$ cat config.mk
export PLATFORM = sky130hd
export DESIGN_NAME = slot_reorder
export DESIGN_NICKNAME = d
export VERILOG_FILES = /design/src/rtl/slot_reorder_pkg.sv /design/src/rtl/slot_reorder_dp.sv /design/src/rtl/slot_reorder_ctrl.sv /design/src/rtl/slot_reorder.sv
export SDC_FILE = /design/constraint.sdc
export NUM_CORES = 1
export LEC_CHECK = 0
export BUFFER_PORTS_ARGS = -buffer_cell sky130_fd_sc_hd__buf_2
export CORE_MARGIN = 2
export CORE_UTILIZATION = 45
export DETAILED_ROUTE_END_ITERATION = 10
export PLACE_DENSITY_LB_ADDON = 0.3
export SLEW_MARGIN = 0
export SYNTH_ARGS = -nofsm -noshare
export SYNTH_HDL_FRONTEND = slang
export SYNTH_SLANG_ARGS = --single-unit
$ cat constraint.sdc
create_clock -name clk -period 8.3 [get_ports clk]
set_clock_uncertainty 0.1 [all_clocks]
set_input_delay 1.66 -clock clk [delete_from_list [all_inputs] [get_ports clk]]
set_output_delay 1.66 -clock clk [all_outputs]
set_load 0.02 [all_outputs]
$ cat src/rtl/slot_reorder_pkg.sv
package slot_reorder_pkg;

  localparam int INSN_W = 16;

  localparam logic [3:0] OP_NOP    = 4'h0;
  localparam logic [3:0] OP_LOAD   = 4'h1;
  localparam logic [3:0] OP_STORE  = 4'h2;
  localparam logic [3:0] OP_BRANCH = 4'h3;
  localparam logic [3:0] OP_TARGET = 4'h4;
  localparam logic [3:0] OP_ALU_LO = 4'h5;

  // strobes from control to datapath
  typedef struct packed {
    logic countLoad;
    logic headClr;
    logic headInc;
    logic refFromHead;
    logic refInc;
    logic traceFromHead;
    logic traceFromRef;
    logic traceInc;
    logic depClr;
    logic sweepEn;
    logic tempLoad;
    logic ptrFromRef;
    logic ptrDec;
    logic shiftEn;
    logic fillEn;
  } ctrl_t;

  // conditions from datapath to control
  typedef struct packed {
    logic headLatent;
    logic headAtEnd;
    logic traceAtEnd;
    logic candMarked;
    logic candIsLast;
    logic refIsHead;
    logic candBranch;
    logic offOverflow;
    logic ptrAtBottom;
  } stat_t;

  function automatic logic isMem(input logic [INSN_W-1:0] i);
    return (i[15:12] == OP_LOAD) || (i[15:12] == OP_STORE);
  endfunction

  function automatic logic writesA(input logic [INSN_W-1:0] i);
    return (i[15:12] == OP_LOAD) || (i[15:12] >= OP_ALU_LO);
  endfunction

  function automatic logic readsA(input logic [INSN_W-1:0] i);
    return (i[15:12] == OP_STORE) || (i[15:12] == OP_BRANCH);
  endfunction

  function automatic logic readsB(input logic [INSN_W-1:0] i);
    return isMem(i) || (i[15:12] >= OP_ALU_LO);
  endfunction

  function automatic logic readsC(input logic [INSN_W-1:0] i);
    return i[15:12] >= OP_ALU_LO;
  endfunction

  // does cand read a register that writer produces
  function automatic logic readsRegOf(input logic [INSN_W-1:0] rdr,
                                      input logic [3:0] regIdx);
    return (readsA(rdr) && rdr[11:8] == regIdx) ||
           (readsB(rdr) && rdr[7:4]  == regIdx) ||
           (readsC(rdr) && rdr[3:0]  == regIdx);
  endfunction

  function automatic logic conflicts(input logic [INSN_W-1:0] cand,
                                     input logic [INSN_W-1:0] refI);
    logic raw, war, waw, mem;
    raw = writesA(refI) && readsRegOf(cand, refI[11:8]);
    war = writesA(cand) && readsRegOf(refI, cand[11:8]);
    waw = writesA(refI) && writesA(cand) && (refI[11:8] == cand[11:8]);
    mem = isMem(refI) && isMem(cand);
    return raw || war || waw || mem;
  endfunction

endpackage

$ cat src/rtl/slot_reorder_dp.sv
module slot_reorder_dp
  import slot_reorder_pkg::*;
#(
  parameter int DEPTH = 16,
  localparam int AW = $clog2(DEPTH),
  localparam int CW = AW + 1
) (
  input  logic              clk,
  input  logic              rstN,
  input  ctrl_t             ctrl,
  input  logic              busy,
  input  logic              wrEn,
  input  logic [AW-1:0]     wrAddr,
  input  logic [INSN_W-1:0] wrData,
  input  logic [CW-1:0]     instCount,
  input  logic [AW-1:0]     rdAddr,
  output logic [INSN_W-1:0] rdData,
  output stat_t             stat
);

  logic [INSN_W-1:0] memQ [DEPTH];
  logic [DEPTH-1:0]  depQ;
  logic [AW-1:0]     headQ, refQ, traceQ, ptrQ;
  logic [CW-1:0]     countQ;
  logic              barrierQ;
  logic [INSN_W-1:0] tempQ;

  logic [AW-1:0]     candIdx;
  logic [INSN_W-1:0] candIns, traceIns, refIns, headIns;
  logic [AW-1:0]     kDist;
  logic [8:0]        offSum;
  logic              barNow, markNow;

  assign candIdx  = refQ + AW'(1);
  assign candIns  = memQ[candIdx];
  assign traceIns = memQ[traceQ];
  assign refIns   = memQ[refQ];
  assign headIns  = memQ[headQ];
  assign kDist    = refQ - headQ;
  assign offSum   = {candIns[7], candIns[7:0]} + 9'(kDist);

  assign barNow  = barrierQ || (traceIns[15:12] == OP_TARGET);
  assign markNow = barNow || conflicts(traceIns, refIns);

  assign rdData = memQ[rdAddr];

  always_comb begin
    stat.headLatent  = isMem(headIns);
    stat.headAtEnd   = (CW'(headQ) + CW'(1)) >= countQ;
    stat.traceAtEnd  = (CW'(traceQ) + CW'(1)) >= countQ;
    stat.candMarked  = depQ[candIdx];
    stat.candIsLast  = (CW'(refQ) + CW'(2)) >= countQ;
    stat.refIsHead   = refQ == headQ;
    stat.candBranch  = candIns[15:12] == OP_BRANCH;
    stat.offOverflow = offSum[8] ^ offSum[7];
    stat.ptrAtBottom = ptrQ == (headQ + AW'(1));
  end

  // pointer registers
  always_ff @(posedge clk) begin
    if (!rstN) begin
      headQ    <= '0;
      refQ     <= '0;
      traceQ   <= '0;
      ptrQ     <= '0;
      countQ   <= '0;
      barrierQ <= 1'b0;
    end else begin
      if (ctrl.countLoad) countQ <= instCount;
      if (ctrl.headClr)      headQ <= '0;
      else if (ctrl.headInc) headQ <= headQ + AW'(1);
      if (ctrl.refFromHead)  refQ <= headQ;
      else if (ctrl.refInc)  refQ <= refQ + AW'(1);
      if (ctrl.traceFromHead)     traceQ <= headQ + AW'(1);
      else if (ctrl.traceFromRef) traceQ <= refQ + AW'(2);
      else if (ctrl.traceInc)     traceQ <= traceQ + AW'(1);
      if (ctrl.ptrFromRef)   ptrQ <= refQ;
      else if (ctrl.ptrDec)  ptrQ <= ptrQ - AW'(1);
      if (ctrl.traceFromHead || ctrl.traceFromRef) barrierQ <= 1'b0;
      else if (ctrl.sweepEn)
        barrierQ <= barNow || (traceIns[15:12] == OP_BRANCH);
    end
  end

  // sticky dependency marks
  always_ff @(posedge clk) begin
    if (!rstN) depQ <= '0;
    else if (ctrl.depClr) depQ <= '0;
    else if (ctrl.sweepEn && markNow) depQ[traceQ] <= 1'b1;
  end

  // saved candidate, with branch offset corrected
  always_ff @(posedge clk) begin
    if (!rstN) tempQ <= '0;
    else if (ctrl.tempLoad)
      tempQ <= stat.candBranch ? {candIns[15:8], offSum[7:0]} : candIns;
  end

  // instruction buffer
  always_ff @(posedge clk) begin
    if (ctrl.shiftEn)      memQ[ptrQ + AW'(1)]  <= memQ[ptrQ];
    else if (ctrl.fillEn)  memQ[headQ + AW'(1)] <= tempQ;
    else if (wrEn && !busy) memQ[wrAddr] <= wrData;
  end

  AST_STICKY_MARKS: assert property (@(posedge clk) disable iff (!rstN)
    ctrl.sweepEn |=> ((depQ & $past(depQ)) == $past(depQ)));
  AST_TRACE_RANGE: assert property (@(posedge clk) disable iff (!rstN)
    ctrl.sweepEn |-> (traceQ > refQ) && (CW'(traceQ) < countQ));
  AST_MOVE_UNMARKED: assert property (@(posedge clk) disable iff (!rstN)
    ctrl.tempLoad |-> !depQ[candIdx]);
  AST_SHIFT_WINDOW: assert property (@(posedge clk) disable iff (!rstN)
    ctrl.shiftEn |-> (ptrQ > headQ) && (ptrQ <= refQ));
  AST_NO_OVERFLOW: assert property (@(posedge clk) disable iff (!rstN)
    (ctrl.tempLoad && stat.candBranch) |-> !stat.offOverflow);

endmodule

$ cat src/rtl/slot_reorder_ctrl.sv
module slot_reorder_ctrl
  import slot_reorder_pkg::*;
(
  input  logic  clk,
  input  logic  rstN,
  input  logic  start,
  input  stat_t stat,
  output ctrl_t ctrl,
  output logic  busy,
  output logic  done
);

  typedef enum logic [2:0] {
    ST_IDLE, ST_SCAN, ST_SWEEP, ST_CHECK, ST_SHIFT, ST_FILL
  } state_t;

  state_t stateQ, stateD;
  logic   doneQ, doneSet, doneClr;

  always_comb begin
    ctrl    = '0;
    stateD  = stateQ;
    doneSet = 1'b0;
    doneClr = 1'b0;
    unique case (stateQ)
      ST_IDLE: begin
        if (start) begin
          ctrl.countLoad = 1'b1;
          ctrl.headClr   = 1'b1;
          doneClr        = 1'b1;
          stateD         = ST_SCAN;
        end
      end
      ST_SCAN: begin
        if (stat.headAtEnd) begin
          doneSet = 1'b1;
          stateD  = ST_IDLE;
        end else if (stat.headLatent) begin
          ctrl.refFromHead   = 1'b1;
          ctrl.traceFromHead = 1'b1;
          ctrl.depClr        = 1'b1;
          stateD             = ST_SWEEP;
        end else begin
          ctrl.headInc = 1'b1;
        end
      end
      ST_SWEEP: begin
        ctrl.sweepEn = 1'b1;
        if (stat.traceAtEnd) stateD = ST_CHECK;
        else                 ctrl.traceInc = 1'b1;
      end
      ST_CHECK: begin
        if (!stat.candMarked) begin
          if (stat.refIsHead || (stat.candBranch && stat.offOverflow)) begin
            ctrl.headInc = 1'b1;
            stateD       = ST_SCAN;
          end else begin
            ctrl.tempLoad   = 1'b1;
            ctrl.ptrFromRef = 1'b1;
            stateD          = ST_SHIFT;
          end
        end else if (stat.candIsLast) begin
          ctrl.headInc = 1'b1;
          stateD       = ST_SCAN;
        end else begin
          ctrl.refInc       = 1'b1;
          ctrl.traceFromRef = 1'b1;
          stateD            = ST_SWEEP;
        end
      end
      ST_SHIFT: begin
        ctrl.shiftEn = 1'b1;
        if (stat.ptrAtBottom) stateD = ST_FILL;
        else                  ctrl.ptrDec = 1'b1;
      end
      ST_FILL: begin
        ctrl.fillEn  = 1'b1;
        ctrl.headInc = 1'b1;
        stateD       = ST_SCAN;
      end
      default: stateD = ST_IDLE;
    endcase
  end

  always_ff @(posedge clk) begin
    if (!rstN) begin
      stateQ <= ST_IDLE;
      doneQ  <= 1'b0;
    end else begin
      stateQ <= stateD;
      if (doneSet)      doneQ <= 1'b1;
      else if (doneClr) doneQ <= 1'b0;
    end
  end

  assign busy = stateQ != ST_IDLE;
  assign done = doneQ;

  AST_DONE_NOT_BUSY: assert property (@(posedge clk) disable iff (!rstN)
    done |-> !busy);
  AST_DONE_HOLDS: assert property (@(posedge clk) disable iff (!rstN)
    (done && !start) |=> done);
  AST_MOVE_FOLLOWS_SHIFT: assert property (@(posedge clk) disable iff (!rstN)
    ctrl.fillEn |-> $past(ctrl.shiftEn));

endmodule

$ cat src/rtl/slot_reorder.sv
module slot_reorder
  import slot_reorder_pkg::*;
#(
  parameter int DEPTH = 16,
  localparam int AW = $clog2(DEPTH),
  localparam int CW = AW + 1
) (
  input  logic              clk,
  input  logic              rstN,
  input  logic              wrEn,
  input  logic [AW-1:0]     wrAddr,
  input  logic [INSN_W-1:0] wrData,
  input  logic [CW-1:0]     instCount,
  input  logic              start,
  input  logic [AW-1:0]     rdAddr,
  output logic [INSN_W-1:0] rdData,
  output logic              busy,
  output logic              done
);

  ctrl_t ctrl;
  stat_t stat;

  slot_reorder_ctrl ctrl_i (
    .clk   (clk),
    .rstN  (rstN),
    .start (start),
    .stat  (stat),
    .ctrl  (ctrl),
    .busy  (busy),
    .done  (done)
  );

  slot_reorder_dp #(.DEPTH(DEPTH)) dp_i (
    .clk       (clk),
    .rstN      (rstN),
    .ctrl      (ctrl),
    .busy      (busy),
    .wrEn      (wrEn),
    .wrAddr    (wrAddr),
    .wrData    (wrData),
    .instCount (instCount),
    .rdAddr    (rdAddr),
    .rdData    (rdData),
    .stat      (stat)
  );

  AST_IDLE_AFTER_RESET: assert property (@(posedge clk)
    $rose(rstN) |-> !busy && !done);

endmodule

==> impl_metrics.toml <==
[clock_network]
cts_htree_levels = 2
clockBufferDepth = 3
numCtsBuffers = 38
clock_latency_ps = 570
post_cts_buffers = 0
cts_tree = "done"
path_clk_slew_ps = 60
holdBufCountCts = 0
cts.repair.resized = 0
cts_root_buf = "clkbuf_16"
clock-sinks = 330

[drt]
routedLengthMet1_um = 27140
wire_per_inst_um = 32.86
dr.pass1.iters = 5
drt_iter0_markers = 2233
dr_total_vias = 15987
ant_nets = 0
met3_length_um = 9451
wirelength_um = 72720
drcViolationCount = 0
wl_met2_um = 32840
vias_per_cell = 7.224
topRoutingLayerUsed = "met4"

[timing]
min_period_ps = 5945
slew_violations = 0
finalSetupViolations = 0
worst_pin_slew_ps = 1042
hold_viol = 0
fmax_mhz = 168.2
slew_headroom_pct = 30.06
setup-tns-final_ps = 0
fin_ws_ps = 2355
rsz0062_at_grt = "no"
period_share_pct = 71.63

[placement]
hpwl_um = 45980
gp_congestion = 0.9259
portBuffers = 50
pre_cts_ws_ps = 2382

[floorplan]
core-area_um2 = 50070
die_width_um = 228.8
rows = 82
io_pins = 51
die-area_um2 = 52340
initial_core_util_pct = 45.42
fp.dieH_um = 228.8

[synth]
ys_ff_latch = 330
synthesis.nets = 1561
yosysTopAreaCellShare_pct = 35.75
synth_async_sr_flop_share_pct = 0
ys_types = 73
synth_fa_ha_area_share_pct = 1.882
synth_mux_area_share_pct = 40.68
synth.avg_cell_area_um2 = 15.21
synth_area_leaders = "mux4_2 36%, edfxtp_1 34%, dfxtp_1 6.5%, mux2i_1 4.1%, ha_1 1.7%"
syn_inst = 1495
synth_top_family_by_area = "multiplexers"
synth_warnings = 0
yosysTopAreaCell = "mux4_2"
ys_seq_area_share_pct = 40.32
synth-edff-count = 256
syn_area_um2 = 22740
synth_ff_type = "edfxtp_1"
synth-simple-area-share_pct = 5.370
synthXorXnorAreaFrac_pct = 2.030
synth_compound_area_share_pct = 6.355

[critical_path]
r2r_slack_ps = 2490
worst-r2r-cell-count = 13
worst_path_largest_cell_delay_ps = 560
crit_path_max_fanout = 41
crit_type = "input port to output pin"
crit_buf_inv = 3
critPathLaunchType = "input port"
crit_arrival_ps = 4180
r2r_start = "dp_i.refQ[0]"
path_cells = "buf_4 -> buf_4 -> mux4_2 -> mux4_2 -> buf_2"
critPathTopFamily = "buffers and inverters"
critPathSlowestCell = "mux4_2"
required_ps = 6540
end_kind = "output pin"

[hold_path]
worst_hold_path.endpoint = "dp_i.tempQ[9]"
holdCritStartpoint = "dp_i.tempQ[9]"
hold_depth = 2
hold_class = "flop to flop"

[power]
pwr_density_cell_nw_per_um2 = 184.3
finalPower_mw = 4.601
power_switching_mw = 1.317
clkPwrFrac_pct = 37.9
sw_frac_of_total_pct = 28.62
comb_power_share_pct = 18.8
power.leakage_nw = 7.811
ir_worst_vdd_uv = 135.2
p_int_mw = 3.285
p_seq_share_pct = 43.3

[flow_run]
max_cap_viol_count = 0

[finish]
drive_gt1_share_pct = 37.47
syn2layout_area_growth_pct = 9.772
fillers = 4203
fin_nets = 1577

[outcome]
status = "complete, no violations"

[grt]
grt_overflow = 0
track_usage_pct = 28.02
grt_pass1_vias = 15622
grt_max_degree = 51
grt_pass1_wl_um = 107800
antenna_found_initial = 1
-- through the flow --
step / cells / cell area [um2] / utilization (%) / hold WS (ps)
6_report: 2213 / 24960 / 49.86 / 359.3
2_1_floorplan: 1495 / 22740 / - / 331.2
3_5_place_dp: 2143 / 23680 / 47.30 / 352.6
5_1_grt: 2212 / 24960 / 49.85 / 381.3
4_1_cts: 2212 / 24960 / 49.85 / 362.5
3_3_place_gp: 2143 / 23680 / 47.30 / 342.4
-- area by class of cell --
class	instances	area (um2)	area share, %
inverter	31	116.4	0.4662
timing repair buffer	102	645.6	2.586
clock buffer	43	1012	4.055
sequential	330	9194	36.83
tap	672	840.8	3.368
antenna	1	2.502	0.01003
clock inverter	26	266.5	1.068
multi-input combinational	1008	12880	51.61
-- power groups by stage --
stage	Sequential (mW)	Combinational, mW	Clock (mW)
2_1_floorplan	1.97	0.621	0
4_1_cts	1.99	0.858	1.76
3_5_place_dp	2.02	0.854	0
6_report	1.99	0.867	1.74
3_3_place_gp	2.02	0.841	0
5_1_grt	2.00	0.925	1.82
-- per-layer routing --
metal | vias to the layer above | global-route usage (%)
met5 | - | 0
met4 | 0 | 11.06
met3 | 223 | 7.872
met2 | 1219 | 42.84
met1 | 8206 | 38.17
li1 | 6339 | -
-- cell families after synthesis --
family                   count (synthesis)
buffers and inverters                  157
flip-flops                             330
multiplexers                           466
AND/OR/NAND/NOR                        257
XOR/XNOR                                51
AO/OA/AOI/OAI                          201
adder cells (fa/ha/maj)                 33
-- how the worst max path moves through the flow --
| stage | startpoint | slack (ps) | cells past startpoint | to |
|---|---|---|---|---|
| 5_1_grt | rdAddr[1] | 2260 | 5 | rdData[15] |
| 2_1_floorplan | rdAddr[0] | 2670 | 5 | rdData[0] |
| 3_3_place_gp | rdAddr[1] | 2420 | 5 | rdData[15] |
| 3_5_place_dp | rdAddr[1] | 2380 | 5 | rdData[15] |
| 4_1_cts | rdAddr[1] | 2380 | 5 | rdData[15] |
| 6_report | rdAddr[1] | 2360 | 5 | rdData[15] |
-- layout by cell type (no fill, tap or decap), drive strengths merged, types with 8 or more instances in the layout --
master	Yosys	routed
mux4	364	364
edfxtp	256	256
buf	80	102
mux2i	95	95
nand2	88	88
dfxtp	74	74
nor2	65	65
o21ai	57	57
clkbuf	46	43
inv	30	34
ha	31	31
nand3	29	29
xor2	27	27
xnor2	24	24
a221oi	23	23
a21oi	21	21
a22oi	19	19
nor2b	16	16
a32o	16	16
clkinv	1	13
nand2b	12	12
a21o	11	11
o211ai	10	10
a211oi	9	9
a21boi	8	8
-- worst register-to-register path: stages, from the launching register on --
cell	delay, ps
dfxtp_4	740
ha_4	670
buf_4	690
mux4_2	630
mux4_2	550
ha_1	350
o21ai_0	100
nand2b_1	120
nand2_1	80
xnor2_1	140
o21ai_2	320
or2_2	810
o2111ai_1	280
o31ai_2	130
-- state kept, by name, summed over array words and instances (netlist names), named ones only --
| signal | flops |
|---|---|
| ctrl_i.done | 1 |
| ctrl_i.stateQ | 3 |
| dp_i.barrierQ | 1 |
| dp_i.countQ | 5 |
| dp_i.depQ | 16 |
| dp_i.headQ | 4 |
| dp_i.memQ | 256 |
| dp_i.ptrQ | 4 |
| dp_i.refQ | 4 |
| dp_i.tempQ | 16 |
| dp_i.traceQ | 4 |
-- cells in the mapped netlist, drive strengths merged, types with 3 or more instances --
cell type  count
o21ai         57
a21boi         8
o211ai        10
buf           80
nand2         88
xnor2         24
or2            5
a211o          3
a21oi         21
a22oi         19
nand2b        12
and3           5
and2           7
nand3         29
clkbuf        46
a21o          11
ha            31
a221oi        23
a31oi          5
mux4         364
nor2b         16
nor3b          4
or3            7
dfxtp         74
o2111ai        3
nor2          65
a22o           4
a211oi         9
mux2i         95
mux2           7
xor2          27
a32o          16
nor3           6
edfxtp       256
inv           30
Power figures use the tool's default switching activity.
